## src/rtl/rx_src_pkg.sv

```systemverilog
`timescale 1ns/1ps
// Package: shared encodings for the receive packet streaming source.
// Assumes packet class codes are fixed by the buffer that writes beats.
package rx_src_pkg;

    typedef enum logic [1:0] {
        KIND_POSTED     = 2'b00,
        KIND_NONPOSTED  = 2'b01,
        KIND_COMPLETION = 2'b10
    } pkt_kind_e;

    typedef enum logic [1:0] {
        ARB_IDLE  = 2'b00,
        ARB_BUSY  = 2'b01,
        ARB_DRAIN = 2'b10
    } arb_state_e;

    // Number of non-posted packets that may still start after masking.
    function automatic int np_limit(input int dw);
        return (dw >= 128) ? 26 : 14;
    endfunction

endpackage

```

## src/rtl/rx_beat_fifo.sv

```systemverilog
`timescale 1ns/1ps
// Module: rx_beat_fifo
// Show-ahead FIFO of packed beats. head is valid whenever empty is low.
// Assumes push is only issued when full is low and pop only when empty is low.
module rx_beat_fifo #(
    parameter int W     = 8,
    parameter int DEPTH = 16
) (
    input  logic         clk,
    input  logic         rst_n,
    input  logic         push,
    input  logic [W-1:0] wdata,
    input  logic         pop,
    output logic [W-1:0] head,
    output logic         empty,
    output logic         full
);
    localparam int AW = (DEPTH > 1) ? $clog2(DEPTH) : 1;
    localparam int CW = AW + 1;
    localparam logic [AW-1:0] LAST = AW'(DEPTH - 1);

    logic [W-1:0]  mem [DEPTH];
    logic [AW-1:0] wp, rp;
    logic [CW-1:0] cnt;

    // Storage write; no reset needed on the data array.
    always_ff @(posedge clk) begin
        if (push) mem[wp] <= wdata;
    end

    // Pointer and occupancy update.
    always_ff @(posedge clk) begin
        if (!rst_n) begin
            wp  <= '0;
            rp  <= '0;
            cnt <= '0;
        end else begin
            if (push) wp <= (wp == LAST) ? '0 : wp + 1'b1;
            if (pop)  rp <= (rp == LAST) ? '0 : rp + 1'b1;
            case ({push, pop})
                2'b10:   cnt <= cnt + 1'b1;
                2'b01:   cnt <= cnt - 1'b1;
                default: cnt <= cnt;
            endcase
        end
    end

    assign head  = mem[rp];
    assign empty = (cnt == '0);
    assign full  = (cnt == CW'(DEPTH));

    p_no_overflow_r12: assert property (@(posedge clk) disable iff (!rst_n)
        push |-> !full);
    p_no_underflow_r2: assert property (@(posedge clk) disable iff (!rst_n)
        pop |-> !empty);

endmodule

```

## src/rtl/rx_queue_arb.sv

```systemverilog
`timescale 1ns/1ps
// Module: rx_queue_arb
// Chooses which queue feeds the output, switching only at packet boundaries,
// and discards the remainder of a packet cut short by an error beat.
// Assumes each queue holds well-formed packets (first head beat is a start).
module rx_queue_arb
    import rx_src_pkg::*;
(
    input  logic clk,
    input  logic rst_n,
    input  logic np_mask,
    input  logic ready_d1,
    input  logic np_empty,
    input  logic ot_empty,
    input  logic np_eop,
    input  logic np_err,
    input  logic ot_eop,
    input  logic ot_err,
    output logic emit,
    output logic pick_np,
    output logic pop_np,
    output logic pop_ot,
    output logic draining
);
    arb_state_e state;
    logic       sel_np;
    logic       prefer_np;
    logic       drop;
    logic       np_ok, ot_ok, sel_empty, p_eop, p_err;

    assign np_ok     = !np_empty && !np_mask;
    assign ot_ok     = !ot_empty;
    assign sel_empty = sel_np ? np_empty : ot_empty;
    assign p_eop     = pick_np ? np_eop : ot_eop;
    assign p_err     = pick_np ? np_err : ot_err;
    assign draining  = (state == ARB_DRAIN);

    // Decide which queue is read this cycle and whether the beat is issued.
    always_comb begin
        pick_np = sel_np;
        emit    = 1'b0;
        drop    = 1'b0;
        case (state)
            ARB_DRAIN: drop = !sel_empty;
            ARB_BUSY:  emit = ready_d1 && !sel_empty;
            default: begin
                pick_np = (np_ok && ot_ok) ? prefer_np : np_ok;
                emit    = ready_d1 && (np_ok || ot_ok);
            end
        endcase
    end

    assign pop_np = (emit || drop) && pick_np;
    assign pop_ot = (emit || drop) && !pick_np;

    // Packet-level state: current queue, fairness pointer, drain tracking.
    always_ff @(posedge clk) begin
        if (!rst_n) begin
            state     <= ARB_IDLE;
            sel_np    <= 1'b0;
            prefer_np <= 1'b0;
        end else begin
            if (emit && state == ARB_IDLE) begin
                sel_np    <= pick_np;
                prefer_np <= !pick_np;
            end
            if (emit) begin
                if (p_eop)      state <= ARB_IDLE;
                else if (p_err) state <= ARB_DRAIN;
                else            state <= ARB_BUSY;
            end else if (drop && p_eop) begin
                state <= ARB_IDLE;
            end
        end
    end

    p_single_pop_r11: assert property (@(posedge clk) disable iff (!rst_n)
        $onehot0({pop_np, pop_ot}));
    p_hold_queue_r11: assert property (@(posedge clk) disable iff (!rst_n)
        (state == ARB_BUSY) |=> $stable(sel_np));

endmodule

```

## src/rtl/rx_pkt_source.sv

```systemverilog
`timescale 1ns/1ps
// Module: rx_pkt_source
// Receive streaming source: two beat queues (non-posted, other), a
// boundary arbiter and a registered output stage obeying a two-cycle
// ready latency. Beats flagged uncorrectable end their packet early.
// Assumes the writer presents well-formed packets of a single class.
module rx_pkt_source
    import rx_src_pkg::*;
#(
    parameter int DW     = 64,
    parameter int QDEPTH = 16
) (
    input  logic          clk,
    input  logic          rst_n,
    input  logic          in_valid,
    output logic          in_ready,
    input  logic [DW-1:0] in_data,
    input  logic          in_sop,
    input  logic          in_eop,
    input  logic [1:0]    in_kind,
    input  logic [DW/8-1:0] in_byte_uncorr,
    input  logic          np_mask,
    input  logic          out_ready,
    output logic          out_valid,
    output logic [DW-1:0] out_data,
    output logic          out_sop,
    output logic          out_eop,
    output logic          out_err
);
    localparam int BW       = DW + 3;
    localparam int NQ       = 2;
    localparam int Q_OT     = 0;
    localparam int Q_NP     = 1;
    localparam int NP_LIMIT = np_limit(DW);
    localparam int LCW      = $clog2(NP_LIMIT + 2);

    logic [BW-1:0] q_head [NQ];
    logic [NQ-1:0] q_push, q_pop, q_empty, q_full;
    logic [BW-1:0] wr_beat, sel_beat;
    logic          to_np, ready_d1, emit, pick_np, draining, out_from_np;

    assign to_np    = (in_kind == 2'(KIND_NONPOSTED));
    assign in_ready = to_np ? !q_full[Q_NP] : !q_full[Q_OT];
    assign wr_beat  = {|in_byte_uncorr, in_eop, in_sop, in_data};
    assign q_push[Q_NP] = in_valid && in_ready && to_np;
    assign q_push[Q_OT] = in_valid && in_ready && !to_np;

    // One show-ahead queue per traffic class.
    for (genvar gq = 0; gq < NQ; gq++) begin : g_queue
        rx_beat_fifo #(.W(BW), .DEPTH(QDEPTH)) i_fifo (
            .clk   (clk),
            .rst_n (rst_n),
            .push  (q_push[gq]),
            .wdata (wr_beat),
            .pop   (q_pop[gq]),
            .head  (q_head[gq]),
            .empty (q_empty[gq]),
            .full  (q_full[gq])
        );
    end

    rx_queue_arb i_arb (
        .clk      (clk),
        .rst_n    (rst_n),
        .np_mask  (np_mask),
        .ready_d1 (ready_d1),
        .np_empty (q_empty[Q_NP]),
        .ot_empty (q_empty[Q_OT]),
        .np_eop   (q_head[Q_NP][DW+1]),
        .np_err   (q_head[Q_NP][DW+2]),
        .ot_eop   (q_head[Q_OT][DW+1]),
        .ot_err   (q_head[Q_OT][DW+2]),
        .emit     (emit),
        .pick_np  (pick_np),
        .pop_np   (q_pop[Q_NP]),
        .pop_ot   (q_pop[Q_OT]),
        .draining (draining)
    );

    assign sel_beat = pick_np ? q_head[Q_NP] : q_head[Q_OT];

    // Ready history: one register here plus the output register gives latency 2.
    always_ff @(posedge clk) begin
        if (!rst_n) ready_d1 <= 1'b0;
        else        ready_d1 <= out_ready;
    end

    // Output register: load the issued beat, force end on an error beat.
    always_ff @(posedge clk) begin
        if (!rst_n) begin
            out_valid   <= 1'b0;
            out_sop     <= 1'b0;
            out_eop     <= 1'b0;
            out_err     <= 1'b0;
            out_from_np <= 1'b0;
            out_data    <= '0;
        end else begin
            out_valid <= emit;
            out_sop   <= emit && sel_beat[DW];
            out_eop   <= emit && (sel_beat[DW+1] || sel_beat[DW+2]);
            out_err   <= emit && sel_beat[DW+2];
            if (emit) begin
                out_data    <= sel_beat[DW-1:0];
                out_from_np <= pick_np;
            end
        end
    end

    // Checker-only count of non-posted starts while the mask is held.
    logic [LCW-1:0] np_starts_masked;
    always_ff @(posedge clk) begin
        if (!rst_n || !np_mask) np_starts_masked <= '0;
        else if (out_valid && out_sop && out_from_np &&
                 np_starts_masked != LCW'(NP_LIMIT + 1))
            np_starts_masked <= np_starts_masked + 1'b1;
    end

    p_ready_latency_r3: assert property (@(posedge clk) disable iff (!rst_n)
        out_valid |-> $past(out_ready, 2));
    p_err_with_valid_r5: assert property (@(posedge clk) disable iff (!rst_n)
        out_err |-> out_valid);
    p_err_ends_pkt_r6: assert property (@(posedge clk) disable iff (!rst_n)
        out_err |-> out_eop);
    p_quiet_after_cut_r6: assert property (@(posedge clk) disable iff (!rst_n)
        draining |=> !out_valid);
    p_np_masked_r7: assert property (@(posedge clk) disable iff (!rst_n)
        (out_valid && out_sop && out_from_np) |-> !$past(np_mask));
    p_np_bound_r9: assert property (@(posedge clk) disable iff (!rst_n)
        np_starts_masked <= LCW'(NP_LIMIT));

endmodule

```

## config.mk

```make
export PLATFORM = sky130hd
export DESIGN_NAME = rx_pkt_source
export DESIGN_NICKNAME = d
export VERILOG_FILES = /design/src/rtl/rx_src_pkg.sv /design/src/rtl/rx_beat_fifo.sv /design/src/rtl/rx_queue_arb.sv /design/src/rtl/rx_pkt_source.sv
export SDC_FILE = /design/constraint.sdc
export NUM_CORES = 2
export LEC_CHECK = 0
export BUFFER_PORTS_ARGS = -buffer_cell sky130_fd_sc_hd__buf_2
export CORE_ASPECT_RATIO = 0.5
export CORE_MARGIN = 2
export CORE_UTILIZATION = 45
export CTS_CLUSTER_SIZE = 30
export DETAILED_ROUTE_END_ITERATION = 16
export GPL_TIMING_DRIVEN = 0
export SLEW_MARGIN = 10
export SYNTH_ARGS = -nofsm -noshare
export SYNTH_HDL_FRONTEND = slang
export SYNTH_SLANG_ARGS = --single-unit
```

## constraint.sdc

```tcl
create_clock -name clk -period 9.66 [get_ports clk]
set_clock_uncertainty 0.2 [all_clocks]
set_input_delay 1.449 -clock clk [delete_from_list [all_inputs] [get_ports clk]]
set_output_delay 1.449 -clock clk [all_outputs]
set_load 0.05 [all_outputs]
```

* Word-level counts from Yosys, hierarchy flattened
Memories as Yosys holds them, arrays and structs flattened. A register that Yosys moved wholly into a read port is not among the register bits. Cells that the tools add are included. W data, S select, Z words.
Word-level totals: register bits 99, memory bits (writable) 2144, bits of input ports 81, output and inout port bits 69, logic and storage cells 98, memories kept 2
Memories:
- g_queue[0].i_fifo.mem | words 16, bits a word 67, read ports 1, clocked after Yosys merged registers in 1, write ports 1, line rx_beat_fifo.sv:22 | logic [W-1:0] mem [DEPTH];
- g_queue[1].i_fifo.mem | words 16, bits a word 67, read ports 1, clocked after Yosys merged registers in 1, write ports 1, line rx_beat_fifo.sv:22
Cells by class: $add $sub $neg 8, eq/ne operators 13, multiplexer cells 27, reductions and logical operators 33
Operators by type and width (count):
- $mux W67 | 1
- $mux W4 | 8
- $pmux W5 S2 | 2
- $add A4 B1 Y4 const B | 4
- $eq A4 B4 Y1 const B | 4
- $logic_and A1 B1 Y1 | 14
- $mux W1 | 11
- $add A5 B1 Y5 const B | 2
- $eq A5 B5 Y1 const B | 2
- $logic_not A5 Y1 | 2
- $sub A5 B1 Y5 const B | 2
- $eq A2 B1 Y1 const B | 4
- $logic_not A1 Y1 | 8
- $mux W2 | 4
- $reduce_or A8 Y1 | 1
- $eq A2 B2 Y1 const B | 3
- $reduce_bool A2 Y1 | 3
- $logic_or A1 B1 Y1 | 3
- $logic_not A2 Y1 | 1
- $pmux W1 S2 | 1
- $reduce_or A2 Y1 | 1

* Depth between registers and ports, before layout
depth after elaboration 10, depth in mapped cells 17, depth with buffers taken out 16

* Cells and area by module
From an unflattened synthesis, not the netlist that was laid out.
Second synthesis, totals: cell total of the unflattened synthesis 3858, area total of the unflattened synthesis 85201.7 sq um
Modules (own cells, without submodules):
- rx_beat_fifo at g_queue[0].i_fifo | instances 1, cells each 1754, area an instance 40955.5 sq um, seq. area each 32531.2 sq um
- rx_beat_fifo at g_queue[1].i_fifo | instances 1, cells each 1754, area an instance 40951.8 sq um, seq. area each 32531.2 sq um
- rx_pkt_source | instances 1, cells each 307, area an instance 2951.6 sq um, seq. area each 1381.3 sq um
- rx_queue_arb | instances 1, cells each 43, area an instance 342.8 sq um, seq. area each 80.1 sq um

* Worst setup path before layout
No wires, ideal clock.
path kind input to register, start input port in_kind[0], end memory g_queue[0].i_fifo.mem[3][0] (netlist name) (enable), library setup time 574 ps, data arrival time 6784 ps, required time 8886 ps, setup slack 2101 ps, stages 5, path buffers 1, cells stage by stage nor2b_1 > and3b_1 > clkbuf_1 > nand2_1 > nor3_1
Between the ends: longest elaborated chain between the ends 6, elaborated cells between the ends (all ways) 7, those cells by class 1 x eq/ne; 3 x mux; 3 x reduce/logical
Ends and longest elaborated chain:
- from (decl) | line rx_pkt_source.sv:20 | input logic [1:0] in_kind,
- $eq A2 B1 Y1 (*) | line rx_pkt_source.sv:42 | assign to_np = (in_kind == 2'(KIND_NONPOSTED));
- $mux W1 | line rx_pkt_source.sv:43 | assign in_ready = to_np ? !q_full[Q_NP] : !q_full[Q_OT];
- $logic_and A1 B1 Y1 | line rx_pkt_source.sv:46 | assign q_push[Q_OT] = in_valid && in_ready && !to_np;
- $logic_and A1 B1 Y1 (*) | line rx_pkt_source.sv:46
- $mux W1 (*) | line rx_beat_fifo.sv:28 | if (push) mem[wp] <= wdata;
- $mux W1 (not written as such) (*) | line rx_beat_fifo.sv:28
- to (decl) | line rx_beat_fifo.sv:22
Every way passes the cells marked *; elsewhere a longest branch is shown, timed or not.

* Final worst setup path
start input port np_mask, end register g_queue[0].i_fifo.cnt[4]
Between the ends: longest elaborated chain between the ends 9, elaborated cells between the ends (all ways) 15, those cells by class 2 x eq/ne; 4 x mux; 9 x reduce/logical
Ends and longest elaborated chain:
- from (decl) | line rx_pkt_source.sv:22 | input logic np_mask,
- $logic_not A1 Y1 (*) | line rx_queue_arb.sv:31 | assign np_ok = !np_empty && !np_mask;
- $logic_and A1 B1 Y1 (*) | line rx_queue_arb.sv:31
- $logic_or A1 B1 Y1 / $logic_and A1 B1 Y1 (equally long branches) | line rx_queue_arb.sv:48, rx_queue_arb.sv:47
- $logic_and A1 B1 Y1 / $mux W1 (equally long branches) | line rx_queue_arb.sv:48, rx_queue_arb.sv:47
- $pmux W1 S2 / $mux W1 (equally long branches) | line rx_queue_arb.sv:43 | case (state)
- $logic_or A1 B1 Y1 / $logic_not A1 Y1 (equally long branches) | line rx_queue_arb.sv:54 | assign pop_ot = (emit || drop) && !pick_np;
- $logic_and A1 B1 Y1 (*) | line rx_queue_arb.sv:54
- via g_queue[0].i_fifo.pop | line rx_beat_fifo.sv:13 | input logic pop,
- $eq A2 B1 Y1 / $eq A2 B2 Y1 (equally long branches) | line rx_beat_fifo.sv:40 | case ({push, pop})
- $pmux W5 S2 / $reduce_bool A2 Y1 (equally long branches)
- to (signal assigned) | line rx_beat_fifo.sv:41 | 2'b10: cnt <= cnt + 1'b1;
- to (signal assigned) | line rx_beat_fifo.sv:42 | 2'b01: cnt <= cnt - 1'b1;
- to (signal assigned) | line rx_beat_fifo.sv:43 | default: cnt <= cnt;
- to (decl) | line rx_beat_fifo.sv:24 | logic [CW-1:0] cnt;
The timed path passes the listed nets; every way through them passes the cells marked *. A chain may end at the register's enable or synchronous reset.

==> out/results.ini <==
[floorplanning]
die_area_sq_mm=0.193
die_height_um=312
core-area_sq_mm=0.187
die_w_um=619
ios=150
num_rows=112
initial_core_util=0.455

[synth]
synthFlopType=edfxtp_1
async_reset_ff_frac=0
netlist_instances=3643
synth_fp_nets=3743
avgSynthCellArea_sq_um=23.4
synth_edf_count=2144
ys_ff_latch=2251
ys_seq_area_frac=0.780
synth_cell_type_count=51
syn_area_sq_mm=0.0852
yosysWarnings=0

[timing]
holdWs_ps=272
rsz0062_at_grt=no
hold_violations=0
period_minus_slack_ps=4550
relSlewSlack=0.134
tightest_slew_ps=1300
max_freq_ghz=0.220
period_share=0.471
setup_viol=0
drv_slew=0

[routing]
drt_iter0_markers=5822
vias_per_cell=6.07
vias=41241
avgRoutedWirePerCell_um=32.4
wl_um=220000
dr.pass1.iters=6
ant_nets=0
drc=0

[clock_network]
cts_buffers=202
cts_root_buffer=clkbuf_16
cts-hold-fix-buffers=0
postCtsSetupBuffers=0
cts_resized=0
clkLatencyLatePin_ps=860
path_clk_slew_ps=70
cts_buffer_depth=4
cts_tree=done
cts_sinks=2251
h-tree-depth=4

[global_routing]
grt_max_degree=36
grt_use_total=0.229
antenna_found_initial=7
grt.overflow.total=0
grt_pass1_wl_um=311000
grt_pass1_vias=41811

[finish]
fin_nets=4223
final_cell_mix=edfxtp_1 (2144), mux4_2 (665), buf_2 (212)
area_growth_pct=15.2
final_common_cell=edfxtp_1
n_fill_cell=14247
fin_util=0.524
drive_gt1_frac=0.315

[worst_setup_path]
critPathTopFamily=compound AO/OA/AOI/OAI gates
rr_startpoint=g_queue[1].i_fifo.cnt[2]
worst-path-max-fanout=8
slowest_stage=a221o_1
arrival_ps=5120
endpoint_kind=flip-flop
crit_type=primary input to flip-flop
worst_setup_path_start_kind=primary input
cp_num_buf_inv=3
critPathCapture=g_queue[0].i_fifo.cnt[4]
rr_worst_depth=16
startpoint=np_mask
slowest_delay_ps=340
path_depth=16
worstPathCellList=buf_2 > or2_2 > a221o_1 > o311ai_1 > nand2_1 > inv_1 > ha_1 > clkbuf_1 > xor2_1 > ha_1 > o21a_1 > o22a_1 > a21oi_1 > xor2_1 > or3_1 > a21oi_1
r2r-end=g_queue[0].i_fifo.cnt[4]
r2r_setup_slack_ps=5140
cp.required_ps=10230

[pwr]
power_density_mw_per_mm2=218
power.leakage_uw=0.0303
peakVddDrop_uv=132
clkPwrFrac=0.377
power_switching_uw=5080
combinationalPowerShare=0.111
switching_share=0.238
seq_power_share=0.511
intPower_uw=16300

[hold_path]
hold_class=flip-flop to flip-flop

[place]
place_congestion=0.772
io_buffers=149
post-dp-hpwl_um=139000

[run_status]
status=finished, final reports clean

[run]
max-cap-violations=0

[routing by layer]
| layer | track usage | part of all wire |
|---|---|---|
| met1 | 0.332 | 0.41 |
| met2 | 0.363 | 0.48 |
| met3 | 0.0454 | 0.087 |
| met4 | 0.0472 | 0.020 |
| met5 | 0 | 0.000032 |
[worst reg2reg max path, delay by kind of cell (launching register included)]
family                     cells  cell delay [ps]
and+or+nand+nor                4             1000
adders and majority gates      2              440
AOI/OAI and AO/OA              5             1560
xor gates and xnor gates       2              230
DFF                            1              310
buffers and inverters          3              710
[power groups by stage]
stage / Combinational [uW] / Clock, uW / Sequential, uW
2_1_floorplan: 1290 / 0 / 11400
5_1_grt: 2530 / 8550 / 10900
4_1_cts: 2420 / 8180 / 10900
3_3_place_gp: 2340 / 0 / 11200
6_report: 2380 / 8080 / 10900
3_5_place_dp: 2410 / 0 / 11200
[cells in the mapped netlist, types with 2 or more instances]
cell type / n / area [sq um]
a211oi_1: 2 / 15.0
a21o_1: 2 / 15.0
a21oi_1: 20 / 100
a221o_1: 2 / 20.0
a22oi_1: 5 / 37.5
a311o_1: 2 / 20.0
a311oi_1: 2 / 17.5
a31oi_1: 67 / 419
and2_1: 10 / 62.6
and3_1: 10 / 62.6
buf_1: 8 / 30.0
buf_2: 63 / 315
clkbuf_1: 130 / 488
dfxtp_1: 107 / 2140
edfxtp_1: 2144 / 64400
ha_1: 19 / 238
inv_1: 15 / 56.3
mux2i_1: 14 / 140
mux4_2: 665 / 15000
nand2_1: 169 / 634
nand2b_1: 5 / 31.3
nand3_1: 15 / 75.1
nor2_1: 40 / 150
nor2b_1: 6 / 37.5
nor3_1: 6 / 30.0
nor3b_1: 5 / 37.5
nor4_1: 4 / 25.0
o21ai_0: 69 / 345
o221a_2: 3 / 33.8
or3_1: 3 / 18.8
xnor2_1: 3 / 26.3
xor2_1: 9 / 78.8
[registers in the layout (all words and copies together), names as in the netlist, named ones only]
register / count
g_queue.i_fifo.rp: 8
out_data: 64
i_arb.state: 2
g_queue.i_fifo.mem: 2144
g_queue.i_fifo.wp: 8
g_queue.i_fifo.cnt: 10
out_valid: 1
out_sop: 1
i_arb.prefer_np: 1
ready_d1: 1
out_eop: 1
out_err: 1
i_arb.sel_np: 1
[kinds of logic after synthesis]
group / after synthesis / synth area share
AO/OA/AOI/OAI: 186 / 0.0134
XOR/XNOR: 12 / 0.00123
adder cells (fa/ha/maj): 19 / 0.00279
buffers and inverters: 218 / 0.0105
flip-flops: 2251 / 0.780
multiplexers: 679 / 0.177
AND/OR/NAND/NOR: 278 / 0.0142
[cell type report]
type,instances,area [sq um],share of cell area
clock inverters,85,912,0.00929
repair buffers,276,3100,0.0316
well taps,2508,3140,0.0320
multi-input cells,1174,18000,0.183
inverters,17,63.8,0.000650
plain buffers,201,853,0.00869
clock buffers,278,5620,0.0573
flip-flops and latches,2251,66500,0.677
diodes,1,2.50,0.0000255
[how the worst min path moves through the flow]
| stage | slack, ps | to | cells after the start | startpoint |
|---|---|---|---|---|
| floorplan | 240 | i_arb.prefer_np | 2 | i_arb.prefer_np |
| global placement | 250 | i_arb.prefer_np | 2 | i_arb.prefer_np |
| detailed placement | 260 | i_arb.prefer_np | 2 | i_arb.prefer_np |
| CTS | 270 | i_arb.prefer_np | 2 | i_arb.prefer_np |
| global route | 320 | i_arb.state[0] | 2 | i_arb.state[0] |
| finish | 270 | i_arb.prefer_np | 2 | i_arb.prefer_np |
[per-stage QoR]
step / total power, uW / std cells / setup WS [ps] / setup TNS, ps / area (sq um)
4_1_cts: 21500 / 6790 / 5220 / 0 / 98200
3_5_place_dp: 13600 / 6427 / 4340 / 0 / 91700
3_3_place_gp: 13500 / 6300 / -5740 / -2175430 / 89100
2_1_floorplan: 12700 / 3643 / 2100 / 0 / 85200
5_1_grt: 22000 / 6791 / 4920 / 0 / 98200
6_report: 21400 / 6791 / 5110 / 0 / 98200
Note: power is estimated with default switching activity, not from simulation.
